[src/rtl/rxd_pkg.sv]
package rxd_pkg;
  localparam int OWN_BIT = 31;
  localparam int ICD_BIT = 31;
  localparam int FS_BIT  = 9;
  localparam int LS_BIT  = 8;
  localparam int LEN_LSB = 16;

  typedef enum logic [2:0] {
    ST_IDLE, ST_RD_OWN, ST_RD_CTL, ST_RD_BUF,
    ST_RD_NXT, ST_DATA, ST_CLOSE, ST_SUSP
  } rxd_state_t;
endpackage

[src/rtl/rxd_buf_track.sv]
module rxd_buf_track #(
  parameter int SIZE_W = 13,
  parameter int LEN_W  = 14
) (
  input  logic              clk,
  input  logic              rst_n,
  input  logic              buf_start,
  input  logic              step,
  input  logic              step_sof,
  input  logic [SIZE_W-1:0] size,
  output logic [SIZE_W-1:0] off,
  output logic [LEN_W-1:0]  len_next,
  output logic              last_slot
);
  logic [LEN_W-1:0] frm_len;

  assign len_next  = step_sof ? LEN_W'(4) : frm_len + LEN_W'(4);
  assign last_slot = ({1'b0, off} + (SIZE_W+1)'(4)) >= {1'b0, size};

  always_ff @(posedge clk) begin
    if (!rst_n) begin
      off     <= '0;
      frm_len <= '0;
    end else begin
      if (buf_start) off <= '0;
      else if (step) off <= off + SIZE_W'(4);
      if (step) frm_len <= len_next;
    end
  end


  buf_bound_chk: assert property (@(posedge clk) disable iff (!rst_n)
    step |-> (off < size));
endmodule

[src/rtl/rxd_wb_word.sv]
module rxd_wb_word #(
  parameter int LEN_W = 14
) (
  input  logic             first,
  input  logic             last,
  input  logic [LEN_W-1:0] len,
  output logic [31:0]      word
);
  import rxd_pkg::*;
  always_comb begin
    word = '0;
    word[LEN_LSB +: LEN_W] = len;
    word[FS_BIT] = first;
    word[LS_BIT] = last;
    word[OWN_BIT] = 1'b0;
  end
endmodule

[src/rtl/rxdesc_engine.sv]
module rxdesc_engine #(
  parameter int          AW        = 32,
  parameter int          SIZE_W    = 13,
  parameter int          LEN_W     = 14,
  parameter logic [31:0] LIST_BASE = 32'h0
) (
  input  logic          clk,
  input  logic          rst_n,
  input  logic          s_valid,
  output logic          s_ready,
  input  logic [31:0]   s_data,
  input  logic          s_sof,
  input  logic          s_eof,
  output logic          mem_req,
  output logic          mem_we,
  output logic [AW-1:0] mem_addr,
  output logic [31:0]   mem_wdata,
  input  logic          mem_ready,
  input  logic [31:0]   mem_rdata,
  input  logic          poll,
  output logic          rx_irq,
  output logic          rx_unavail,
  output logic          suspended
);
  import rxd_pkg::*;

  localparam int PADW = AW - SIZE_W;

  rxd_state_t        st;
  logic [AW-1:0]     cur_ptr, next_ptr, buf_addr, close_addr;
  logic [SIZE_W-1:0] size;
  logic              icd, fseg, close_pend, nxt_ok;
  logic              cl_first, cl_last, cl_icd;
  logic [LEN_W-1:0]  cl_len;
  logic [SIZE_W-1:0] off;
  logic [LEN_W-1:0]  len_next;
  logic              last_slot, fire, acc, buf_start;
  logic [31:0]       close_word;

  assign fire      = mem_req && mem_ready;
  assign acc       = (st == ST_DATA) && s_valid && mem_ready;
  assign buf_start = (st == ST_RD_NXT) && fire;
  assign suspended = (st == ST_SUSP);

  rxd_buf_track #(.SIZE_W(SIZE_W), .LEN_W(LEN_W)) u_track (
    .clk(clk), .rst_n(rst_n), .buf_start(buf_start), .step(acc),
    .step_sof(s_sof), .size(size), .off(off), .len_next(len_next),
    .last_slot(last_slot)
  );

  rxd_wb_word #(.LEN_W(LEN_W)) u_wb (
    .first(cl_first), .last(cl_last), .len(cl_len), .word(close_word)
  );

  always_comb begin
    mem_req   = 1'b0;
    mem_we    = 1'b0;
    mem_addr  = cur_ptr;
    mem_wdata = '0;
    s_ready   = 1'b0;
    unique case (st)
      ST_RD_OWN: mem_req = 1'b1;
      ST_RD_CTL: begin mem_req = 1'b1; mem_addr = cur_ptr + AW'(4);  end
      ST_RD_BUF: begin mem_req = 1'b1; mem_addr = cur_ptr + AW'(8);  end
      ST_RD_NXT: begin mem_req = 1'b1; mem_addr = cur_ptr + AW'(12); end
      ST_DATA: begin
        mem_req   = s_valid;
        mem_we    = 1'b1;
        mem_addr  = buf_addr + {{PADW{1'b0}}, off};
        mem_wdata = s_data;
        s_ready   = mem_ready;
      end
      ST_CLOSE: begin
        mem_req   = 1'b1;
        mem_we    = 1'b1;
        mem_addr  = close_addr;
        mem_wdata = close_word;
      end
      default: ;
    endcase
  end

  always_ff @(posedge clk) begin
    if (!rst_n) begin
      st <= ST_IDLE;
      cur_ptr <= LIST_BASE[AW-1:0];
      next_ptr <= '0; buf_addr <= '0; close_addr <= '0;
      size <= '0; icd <= 1'b0; fseg <= 1'b0;
      close_pend <= 1'b0; nxt_ok <= 1'b0;
      cl_first <= 1'b0; cl_last <= 1'b0; cl_icd <= 1'b0; cl_len <= '0;
      rx_irq <= 1'b0; rx_unavail <= 1'b0;
    end else begin
      rx_irq     <= 1'b0;
      rx_unavail <= 1'b0;
      unique case (st)
        ST_IDLE: if (s_valid) st <= ST_RD_OWN;
        ST_RD_OWN: if (fire) begin
          if (close_pend) begin
            nxt_ok <= mem_rdata[OWN_BIT];
            st     <= ST_CLOSE;
          end else if (mem_rdata[OWN_BIT]) begin
            st <= ST_RD_CTL;
          end else begin
            st         <= ST_SUSP;
            rx_unavail <= 1'b1;
          end
        end
        ST_RD_CTL: if (fire) begin
          icd  <= mem_rdata[ICD_BIT];
          size <= mem_rdata[SIZE_W-1:0];
          st   <= ST_RD_BUF;
        end
        ST_RD_BUF: if (fire) begin
          buf_addr <= mem_rdata[AW-1:0];
          st       <= ST_RD_NXT;
        end
        ST_RD_NXT: if (fire) begin
          next_ptr <= mem_rdata[AW-1:0];
          fseg     <= 1'b0;
          st       <= ST_DATA;
        end
        ST_DATA: if (acc) begin
          if (s_sof) fseg <= 1'b1;
          if (s_eof || last_slot) begin
            cl_first   <= fseg || s_sof;
            cl_last    <= s_eof;
            cl_len     <= s_eof ? len_next : '0;
            cl_icd     <= icd;
            close_addr <= cur_ptr;
            cur_ptr    <= next_ptr;
            close_pend <= !s_eof;
            st         <= s_eof ? ST_CLOSE : ST_RD_OWN;
          end
        end
        ST_CLOSE: if (fire) begin
          close_pend <= 1'b0;
          rx_irq     <= cl_last && !cl_icd;
          if (cl_last) st <= ST_IDLE;
          else if (nxt_ok) st <= ST_RD_CTL;
          else begin
            st         <= ST_SUSP;
            rx_unavail <= 1'b1;
          end
        end
        ST_SUSP: if (poll) st <= ST_RD_OWN;
        default: st <= ST_IDLE;
      endcase
    end
  end


  accept_mem_chk: assert property (@(posedge clk) disable iff (!rst_n)
    s_ready |-> mem_ready);

  irq_pulse_chk: assert property (@(posedge clk) disable iff (!rst_n)
    rx_irq |=> !rx_irq);

  susp_flag_chk: assert property (@(posedge clk) disable iff (!rst_n)
    $rose(suspended) |-> rx_unavail);

  susp_quiet_chk: assert property (@(posedge clk) disable iff (!rst_n)
    suspended |-> (!mem_req && !s_ready));
endmodule

[config.mk]
export PLATFORM = sky130hd
export DESIGN_NAME = rxdesc_engine
export DESIGN_NICKNAME = d
export VERILOG_FILES = /design/src/rtl/rxd_pkg.sv /design/src/rtl/rxd_buf_track.sv /design/src/rtl/rxd_wb_word.sv /design/src/rtl/rxdesc_engine.sv
export SDC_FILE = /design/constraint.sdc
export NUM_CORES = 1
export LEC_CHECK = 0
export BUFFER_PORTS_ARGS = -buffer_cell sky130_fd_sc_hd__buf_2
export CAP_MARGIN = 30
export CORE_MARGIN = 2
export CORE_UTILIZATION = 50
export DETAILED_ROUTE_END_ITERATION = 10
export PLACE_DENSITY = 0.7
export SLEW_MARGIN = 20
export SYNTH_ARGS = -nofsm -noshare
export SYNTH_HDL_FRONTEND = slang
export SYNTH_SLANG_ARGS = --single-unit
[constraint.sdc]
create_clock -name clk -period 3.97 [get_ports clk]
set_input_delay 0.397 -clock clk [delete_from_list [all_inputs] [get_ports clk]]
set_output_delay 0.397 -clock clk [all_outputs]
set_load 0.01 [all_outputs]
==> summary.md <==
| Metric | Value |
|---|---|
| Die area | `23500 sq um` |
| DRT antenna net count | `0` |
| Layout Cells excl Fill | `1865` |
| Post-DP HPWL | `26400 microns` |
| Max cap viols | `0` |
| Leak Pwr | `0.00455 uW` |
| Total CTS buffers | `17` |
| CTS tree | `done` |
| Fmax | `268 MHz` |
| Slew margin rel. | `0.376` |
| Largest net degree at the start of global routing | `95` |
| H-tree levels | `4` |
| CP arrival | `~3.3 ns` |
| Status | `finished, final reports clean` |
| Starting Density | `0.510` |
| Clock Sink Count | `192` |
| Initial antenna violation count | `0` |
| Cell Rows | `54` |
| Final worst path period need | `3.73 ns` |
| I/O Buffers | `140` |
| Initial DRC count | `1184` |
| Slew Limit Fails | `0` |
| Die width | `153 microns` |
| Power Dens Cells | `442 nW/um^2` |
| Clock skew | `around 0.013 ns` |
| R2R depth | `13` |
| Setup TNS | `0 ns` |
| Syn Std Cell Area | `11100 sq um` |
| Syn nets | `~1600` |
| Post-CTS Setup Bufs | `0` |
| Syn Area/Cell | `7.41 sq um` |
| Actual slew at the worst max-slew pin | `0.935 ns` |
| Root buffer cell | `clkbuf_16` |
| Core area | `21800 sq um` |
| GR Overflow Total | `0` |
| Netlist cell types | `81` |
| Global-route usage over all layers | `0.311` |
| Cells after synthesis | `1502` |
| # IOs | `141` |
| Critical Path RT | `3.57 ns` |
| Max Root-Sink Buffers | `2` |
| Via count | `11544` |
| Ys Warns | `0` |
| Remaining DRCs | `0` |
| FFs w/ async S/R, synth | `0` |
| Layout area overhead | `12.4%` |
| Primary FF master, synth | `dfxtp_1` |
| Worst Setup End Kind | `output pin` |
| CP max FO | `11` |
| Final WL | `36800 microns` |
| Final setup vio count | `0` |
| Clk pin slew, worst setup/hold paths | `around 0.08 ns` |
| TritonRoute pass-1 iters | `6` |
| Drt wl/cell | `slightly below 20 microns` |
| Hold Crit Class | `input pin to flip-flop` |
| Peak VDD IR | `0.309 mV` |
| Final Hold Viols | `0` |
| #FFs+latches synth | `approximately 190` |
| CP Launch Type | `flip-flop` |
| Post-synth EDFFs | `0` |
| Die Height | `153 microns` |
| Layout cells sized above 1 | `0.141` |
| Hold Path Depth | `3` |
| Commonest non-fill, non-tap cell in the layout | `nand2_1` |
| Global-route wire length before repair | `58800 microns` |
| Placed cells | `about 1800` |
| Final GP Congestion | `1.00` |
| Most frequent cells in the layout | `279 x nand2_1, 190 x dfxtp_1, 148 x a21oi_1` |
| Number of global-route vias before repair | `10722` |
| Seq/Total Area, Yosys | `0.345` |
| RSZ-0062 raised after global routing | `false` |
| Via density | `6.19` |
| FILL cells | `2086` |
| Setup Crit Path Kind | `flip-flop to output pin` |
| Nets@finish | `1671` |
| Tcrit/Tclk final | `0.939` |
| Diode count | `0` |
| Worst skew pair latency | `0.44 ns` |
[sequential cells by signal, summed over array words and instances, names as in the netlist, 3 cells and up]
| register | count |
|---|---|
| cl_len | 14 |
| cur_ptr | 32 |
| size | 13 |
| buf_addr | 32 |
| u_track.off | 11 |
| close_addr | 32 |
| st | 3 |
| next_ptr | 32 |
| u_track.frm_len | 14 |
[critical path: stages (launching register included)]
cell and delay, ns:
dfxtp_1 0.36, ha_1 0.24, fa_1 0.45, a211oi_1 0.23
o21ai_0 0.18, a22oi_1 0.28, buf_4 0.30, mux2i_1 0.16
a2111oi_1 0.42, nor2_1 0.11, buf_2 0.16
[power by group]
group          internal (uW)  switching (uW)
logic                    596            1220
registers               1990            62.0
clock network            825             830
[stage by stage]
stage | power [uW] | hold WS, ns | cell area, sq um | utilization | setup slack, ns
global placement | 3850 | 0.422 | 11900 | 0.547 | 0.687
detailed placement | 3860 | 0.417 | 11900 | 0.547 | 0.521
global route | 5780 | 0.196 | 12500 | 0.573 | 0.0796
finish | 5530 | 0.200 | 12500 | 0.573 | 0.241
CTS | 5510 | 0.185 | 12500 | 0.573 | 0.130
floorplan | 3220 | 0.398 | 11100 | - | 1.04
[logic make-up (layout without fill, tap and decap cells)]
kind of cell | Yosys count | count (layout) | synth area share
simple gates | 621 | 621 | 0.263
compound gates | 433 | 433 | 0.242
buf+inv | 154 | 237 | 0.0568
mux | 13 | 13 | 0.0118
xor+xnor | 61 | 61 | 0.0480
flops | 192 | 192 | 0.345
fa+ha+maj | 28 | 28 | 0.0328
[per-layer routing]
layer / track usage / wire length, microns
met1: 0.424 / 15800
met2: 0.491 / 17000
met3: 0.0493 / 2600
met4: 0.132 / 1450
met5: 0 / 0
[Yosys cell counts, types with 4 or more instances]
library cell | instances | area, sq um
xnor2_1 | 37 | 324
o31ai_1 | 6 | 45.0
clkbuf_1 | 78 | 293
buf_1 | 12 | 45.0
mux2i_1 | 12 | 120
nand4_1 | 25 | 156
o22a_1 | 4 | 35.0
nor2b_1 | 5 | 31.3
nand3b_1 | 8 | 60.1
o21ai_1 | 74 | 370
a31oi_1 | 15 | 93.8
and3_1 | 26 | 163
ha_1 | 26 | 325
buf_4 | 6 | 45.0
nor2_1 | 77 | 289
buf_2 | 23 | 115
o21a_1 | 6 | 45.0
a22oi_1 | 8 | 60.1
nand3_1 | 112 | 561
o22ai_1 | 11 | 68.8
a32oi_1 | 4 | 35.0
o211ai_1 | 18 | 135
inv_1 | 33 | 124
nor3_1 | 18 | 90.1
nor4_1 | 11 | 68.8
a22o_1 | 26 | 228
a21oi_1 | 148 | 741
xor2_1 | 24 | 210
or3_1 | 8 | 50.1
a21o_1 | 9 | 67.6
dfxtp_1 | 192 | 3840
a211oi_1 | 9 | 67.6
nand2b_1 | 7 | 43.8
a221oi_1 | 7 | 61.3
and4_1 | 5 | 43.8
o21ai_0 | 41 | 205
o221ai_1 | 7 | 61.3
nand2_1 | 279 | 1050
and2_1 | 19 | 119
[repair_timing]
action / in CTS / in global routing
endpoints found under the setup margin: 0 / 1
resized for setup: 0 / 1
hold buffers: 0 / 0
[cell type report]
| class | count | area (sq um) | share of cell area |
|---|---|---|---|
| flip-flops and latches | 192 | 3850 | 0.308 |
| inverters | 33 | 124 | 0.00991 |
| well taps | 280 | 350 | 0.0280 |
| clock inverters | 14 | 124 | 0.00991 |
| multi-input cells | 1156 | 6670 | 0.534 |
| clock buffers | 18 | 429 | 0.0343 |
| repair buffers | 172 | 956 | 0.0765 |
[worst paths after layout]
check / from / end / slack (ns)
setup / recovery: u_track.off[2]$_SDFFE_PP0P_ / mem_addr[22] / 0.24
hold / removal: mem_rdata[30] / next_ptr[30]$_SDFFE_PN0P_ / 0.20
setup reg to reg: u_track.off[3]$_SDFFE_PP0P_ / close_addr[15]$_SDFFE_PN0P_ / 0.49
hold reg to reg: cl_icd$_SDFFE_PN0P_ / rx_irq$_SDFF_PN0_ / 0.43
Power figures use the tool's default switching activity.
